==> config.mk <==
export PLATFORM = sky130hd
export DESIGN_NAME = tcnt_modulo_counter
export DESIGN_NICKNAME = d
export VERILOG_FILES = /design/src/rtl/tcnt_pkg.sv /design/src/rtl/tcnt_stage.sv /design/src/rtl/tcnt_carry_chain.sv /design/src/rtl/tcnt_term_detect.sv /design/src/rtl/tcnt_modulo_counter.sv
export SDC_FILE = /design/constraint.sdc
export NUM_CORES = 1
export LEC_CHECK = 0
export BUFFER_PORTS_ARGS = -buffer_cell sky130_fd_sc_hd__buf_2
export CORE_AREA = 2 2 39 41
export DETAILED_ROUTE_END_ITERATION = 12
export DIE_AREA = 0 0 41 43
export PLACE_DENSITY = 0.54
export SETUP_SLACK_MARGIN = 0.5
export SKIP_CTS_REPAIR_TIMING = 1
export SYNTH_ARGS = -nofsm -noshare
export SYNTH_HDL_FRONTEND = slang
export SYNTH_SLANG_ARGS = --single-unit
==> constraint.sdc <==
create_clock -name clk -period 2.8 [get_ports clk]
set_input_delay 0.28 -clock clk [delete_from_list [all_inputs] [get_ports clk]]
set_output_delay 0.28 -clock clk [all_outputs]
set_load 0.05 [all_outputs]
==> src/rtl/tcnt_pkg.sv <==
package tcnt_pkg;

  localparam int unsigned TCNT_MAX_W = 16;

  // Terminal decode used by the detector; the bench restates it independently.
  function automatic logic tcnt_term_match(input logic [TCNT_MAX_W-1:0] cur,
                                           input logic [TCNT_MAX_W-1:0] term,
                                           input logic en);
    return en && (cur == term);
  endfunction

endpackage

==> src/rtl/tcnt_stage.sv <==
module tcnt_stage (
  input  logic clk,
  input  logic rst_n,
  input  logic tog_en,
  input  logic clr,
  output logic q
);

  logic d_next;

  // D register plus XOR: toggle when tog_en is 1, hold when 0; clear wins.
  always_comb begin
    if (clr) d_next = 1'b0;
    else     d_next = q ^ tog_en;
  end

  always_ff @(posedge clk or negedge rst_n) begin
    if (!rst_n) q <= 1'b0;
    else        q <= d_next;
  end

  // without enable and without clear the stage holds.
  a_r8_stage_hold: assert property (@(posedge clk) disable iff (!rst_n)
    (!tog_en && !clr) |=> $stable(q));

endmodule

==> src/rtl/tcnt_carry_chain.sv <==
module tcnt_carry_chain #(
  parameter int unsigned WIDTH = 4
) (
  input  logic             en,
  input  logic [WIDTH-1:0] bits,
  output logic [WIDTH-1:0] tog
);

  assign tog[0] = en;

  genvar gi;
  generate
    for (gi = 1; gi < WIDTH; gi++) begin : g_link
      assign tog[gi] = tog[gi-1] & bits[gi-1];
    end
  endgenerate

  // Top bit's carry-out is intentionally not needed: all-ones wraps naturally.
  logic unused_msb;
  assign unused_msb = bits[WIDTH-1];

endmodule

==> src/rtl/tcnt_term_detect.sv <==
module tcnt_term_detect
  import tcnt_pkg::*;
#(
  parameter int unsigned WIDTH = 4
) (
  input  logic [WIDTH-1:0] cur,
  input  logic [WIDTH-1:0] term,
  input  logic             en,
  output logic             hit
);

  assign hit = tcnt_term_match(TCNT_MAX_W'(cur), TCNT_MAX_W'(term), en);

endmodule

==> src/rtl/tcnt_modulo_counter.sv <==
module tcnt_modulo_counter #(
  parameter int unsigned WIDTH = 4
) (
  input  logic             clk,
  input  logic             rst_n,
  input  logic             cnt_en,
  input  logic [WIDTH-1:0] term_val,
  output logic [WIDTH-1:0] count,
  output logic             term_hit
);

  logic [WIDTH-1:0] tog_vec;   // per-stage toggle enables
  logic             clr_req;   // synchronous clear request, one full period

  tcnt_carry_chain #(.WIDTH(WIDTH)) i_chain (
    .en   (cnt_en),
    .bits (count),
    .tog  (tog_vec)
  );

  tcnt_term_detect #(.WIDTH(WIDTH)) i_detect (
    .cur  (count),
    .term (term_val),
    .en   (cnt_en),
    .hit  (clr_req)
  );

  genvar gb;
  generate
    for (gb = 0; gb < WIDTH; gb++) begin : g_bit
      tcnt_stage i_stage (
        .clk    (clk),
        .rst_n  (rst_n),
        .tog_en (tog_vec[gb]),
        .clr    (clr_req),
        .q      (count[gb])
      );
    end
  endgenerate

  assign term_hit = clr_req;

  // a clear request leads to zero on the next edge.
  a_r3_wrap_to_zero: assert property (@(posedge clk) disable iff (!rst_n)
    clr_req |=> (count == '0));

  // away from the terminal, an enabled edge adds one.
  a_r2_step_one: assert property (@(posedge clk) disable iff (!rst_n)
    (cnt_en && !clr_req) |=> (count == WIDTH'($past(count) + 1'b1)));

  // disabled edges hold the count.
  a_r4_hold: assert property (@(posedge clk) disable iff (!rst_n)
    !cnt_en |=> $stable(count));

  // the flag is never raised while counting is disabled.
  a_r5_flag_needs_en: assert property (@(posedge clk) disable iff (!rst_n)
    term_hit |-> cnt_en);

endmodule

==> impl_metrics.py <==
metrics = {
    "timing": {
        "slew_headroom_pct": 76.00,
        "max_freq_mhz": 528.6,
        "timing.final.hold_violations": 0,
        "rsz0062_at_grt": "false",
        "skew_ns": 0.00005131,
        "fin_crit_sh_pct": 67.56,
        "setup_viol": 0,
        "tightestPinTransition_ns": 0.3601,
        "tns_ns": 0,
        "min_period_ns": 1.892,
        "setup_ws_ns": 0.9083,
        "finalMaxSlewViolations": 0,
    },
    "yosys": {
        "synthAdderAreaFrac_pct": 12.61,
        "synth_xor_area_share_pct": 5.882,
        "synth-edff-count": 0,
        "synthesis.nets": 35,
        "synthMuxAreaShare_pct": 0,
        "synthTopCellsByCount": "buf_4, dfrtp_1, a21boi_0, ha_1, or2b_1",
        "syn_area_sq_um": 297.8,
        "synth_ff_type": "dfrtp_1",
        "synthCells": 25,
        "synth_largest_area_cell": "dfrtp_1",
        "synthSimpleGateAreaFrac_pct": 14.29,
        "synth_top_area_share_pct": 33.61,
        "ys_types": 14,
        "synth_seq_area_share_pct": 33.61,
        "avgSynthCellArea_sq_um": 11.91,
        "synth_compound_area_share_pct": 22.27,
        "synth_top_family_by_area": "compound AO/OA/AOI/OAI gates",
        "yosysWarnings": 0,
        "ys_ff_latch": 4,
        "async_flop_share_pct": 100.0,
        "synth_area_leaders": "dfrtp_1, ha_1, buf_4",
    },
    "final_layout": {
        "utilization_pct": 27.12,
        "syn_to_final_growth_pct": 26.05,
        "seq_area_sq_um": 100.1,
        "drive_above_1_share_pct": 44.44,
        "reg.largest.list": "g_bit.i_stage.q: 4 flops",
        "diodes": 0,
        "nets": 48,
        "multi_input_area_sq_um": 163.9,
        "top_register": "g_bit.i_stage.q",
        "nFillCells": 156,
        "largest_reg_flops": 4,
    },
    "power_and_ir_drop": {
        "power_uw": 449.7,
        "p_per_area_nw_per_um2": 1198,
        "p_leak_uw": 0.0001847,
        "ir_worst_vdd_v": 0.0003021,
    },
    "clock_tree": {
        "cts.htree.levels": 1,
        "cts.reportedPaths.clkPinSlew_ns": 0.04,
        "cts_sinks": 4,
        "clock-root-buffer": "clkbuf_4",
        "cts_tree": "built",
        "cts_buffers": 3,
        "worstSkewPairLatency_ns": 0.23,
        "clock_path_buffers": 2,
    },
    "place": {
        "pre_cts_slack_ns": 1.126,
        "gp_congestion": 0.5598,
        "port_buffers": 11,
    },
    "route": {
        "vias_per_cell": 4.019,
        "firstDrtPassIters": 1,
        "dr.max_layer_used": "met3",
        "via_count": 209,
        "wl_per_cell_um": 10.42,
        "drc": 0,
        "postRouteAntennaNets": 0,
        "drtIter0Drc": 0,
        "wl_met1_um": 228,
        "met2WireLength_um": 269,
        "wirelength_um": 542,
        "wl_met3_um": 44,
    },
    "global_routing": {
        "grt_max_degree": 6,
        "grt_pass1_vias": 200,
        "antenna_found_initial": 0,
        "grt.total_usage_pct": 7.366,
        "grt_pass1_wl_um": 807,
        "overflow": 0,
    },
    "critical_path": {
        "path_class": "reg -> out",
        "crit_path_max_fanout": 5,
        "startpoint_type": "flip-flop",
        "cp.required_ns": 2.52,
        "arrival_ns": 1.61,
        "endpoint_kind": "output pin",
    },
    "floorplan": {
        "boundaryPins": 12,
        "die_y_um": 43,
        "placementRows": 14,
        "design.die.area_sq_um": 1763,
        "die_w_um": 41,
        "core_sq_um": 1384,
        "initial_core_util_pct": 21.52,
    },
    "worst_hold_path": {
        "min_path_type": "in -> async",
    },
    "run": {
        "drv_cap": 0,
    },
    "run_status": {
        "status": "finished clean",
    },
}
[power breakdown]
| part | internal (uW) | total [uW] | switching [uW] |
|---|---|---|---|
| Sequential | 87.7 | 118 | 30.6 |
| Combinational | 84.4 | 262 | 177 |
| Clock | 47.8 | 69.6 | 21.7 |
| Total | 220 | 450 | 230 |
[routing by layer]
| layer | track usage [%] | vias up |
|---|---|---|
| met5 | 0 | - |
| li1 | - | 107 |
| met1 | 8.824 | 93 |
| met3 | 1.571 | 0 |
| met2 | 10.63 | 9 |
| met4 | 6.000 | 0 |
[area by class of cell]
type                    count  area share, %
clock buffers               3          6.000
repair buffers             12          17.33
flip-flops and latches      4          26.67
multi-input cells          16          43.67
inverters                   1          1.000
well taps                  16          5.333
[cell families (layout without fill, tap and decap cells)]
logic type               after synthesis  in the layout
buffers and inverters                  5             16
adder cells (fa/ha/maj)                3              3
flip-flops                             4              4
AO/OA/AOI/OAI                          6              6
AND/OR/NAND/NOR                        5              5
XOR/XNOR                               2              2
[cell usage in the layout, fill, tap and decap left out, types with 2 or more instances in the layout]
cell type | synthesis | layout
clkbuf_4 | 0 | 3
or2b_1 | 2 | 2
a21boi_0 | 3 | 3
dfrtp_1 | 4 | 4
buf_2 | 0 | 11
ha_1 | 3 | 3
[final timing paths]
path / start / to / slack [ns] / depth (start not counted)
min: rst_n / g_bit[0].i_stage.q / 0.38 / 2
max: g_bit[2].i_stage.q / term_hit / 0.91 / 4
min reg2reg: g_bit[3].i_stage.q / g_bit[3].i_stage.q / 0.58 / 2
max reg2reg: g_bit[0].i_stage.q / g_bit[3].i_stage.q / 1.47 / 5
min in group clk: term_val[1] / g_bit[3].i_stage.q / 0.44 / 3
max in group asynchronous: rst_n / g_bit[3].i_stage.q / 2.30 / 2
[critical path, stage by stage (launching register included)]
cell and delay, ns:
dfrtp_1 0.40, xor2_1 0.18, a2111oi_4 0.37, and2_1 0.18, buf_2 0.25
[metrics by stage]
step | instance area (sq um) | std cells | hold slack (ns)
floorplan | 297.8 | 25 | -0.01559
global placement | 342.8 | 48 | 0.08686
detailed placement | 342.8 | 48 | 0.08897
CTS | 365.4 | 51 | -0.1633
global route | 375.4 | 52 | 0.3967
finish | 375.4 | 52 | 0.3792
No activity file was read; power rests on OpenSTA's default activity.
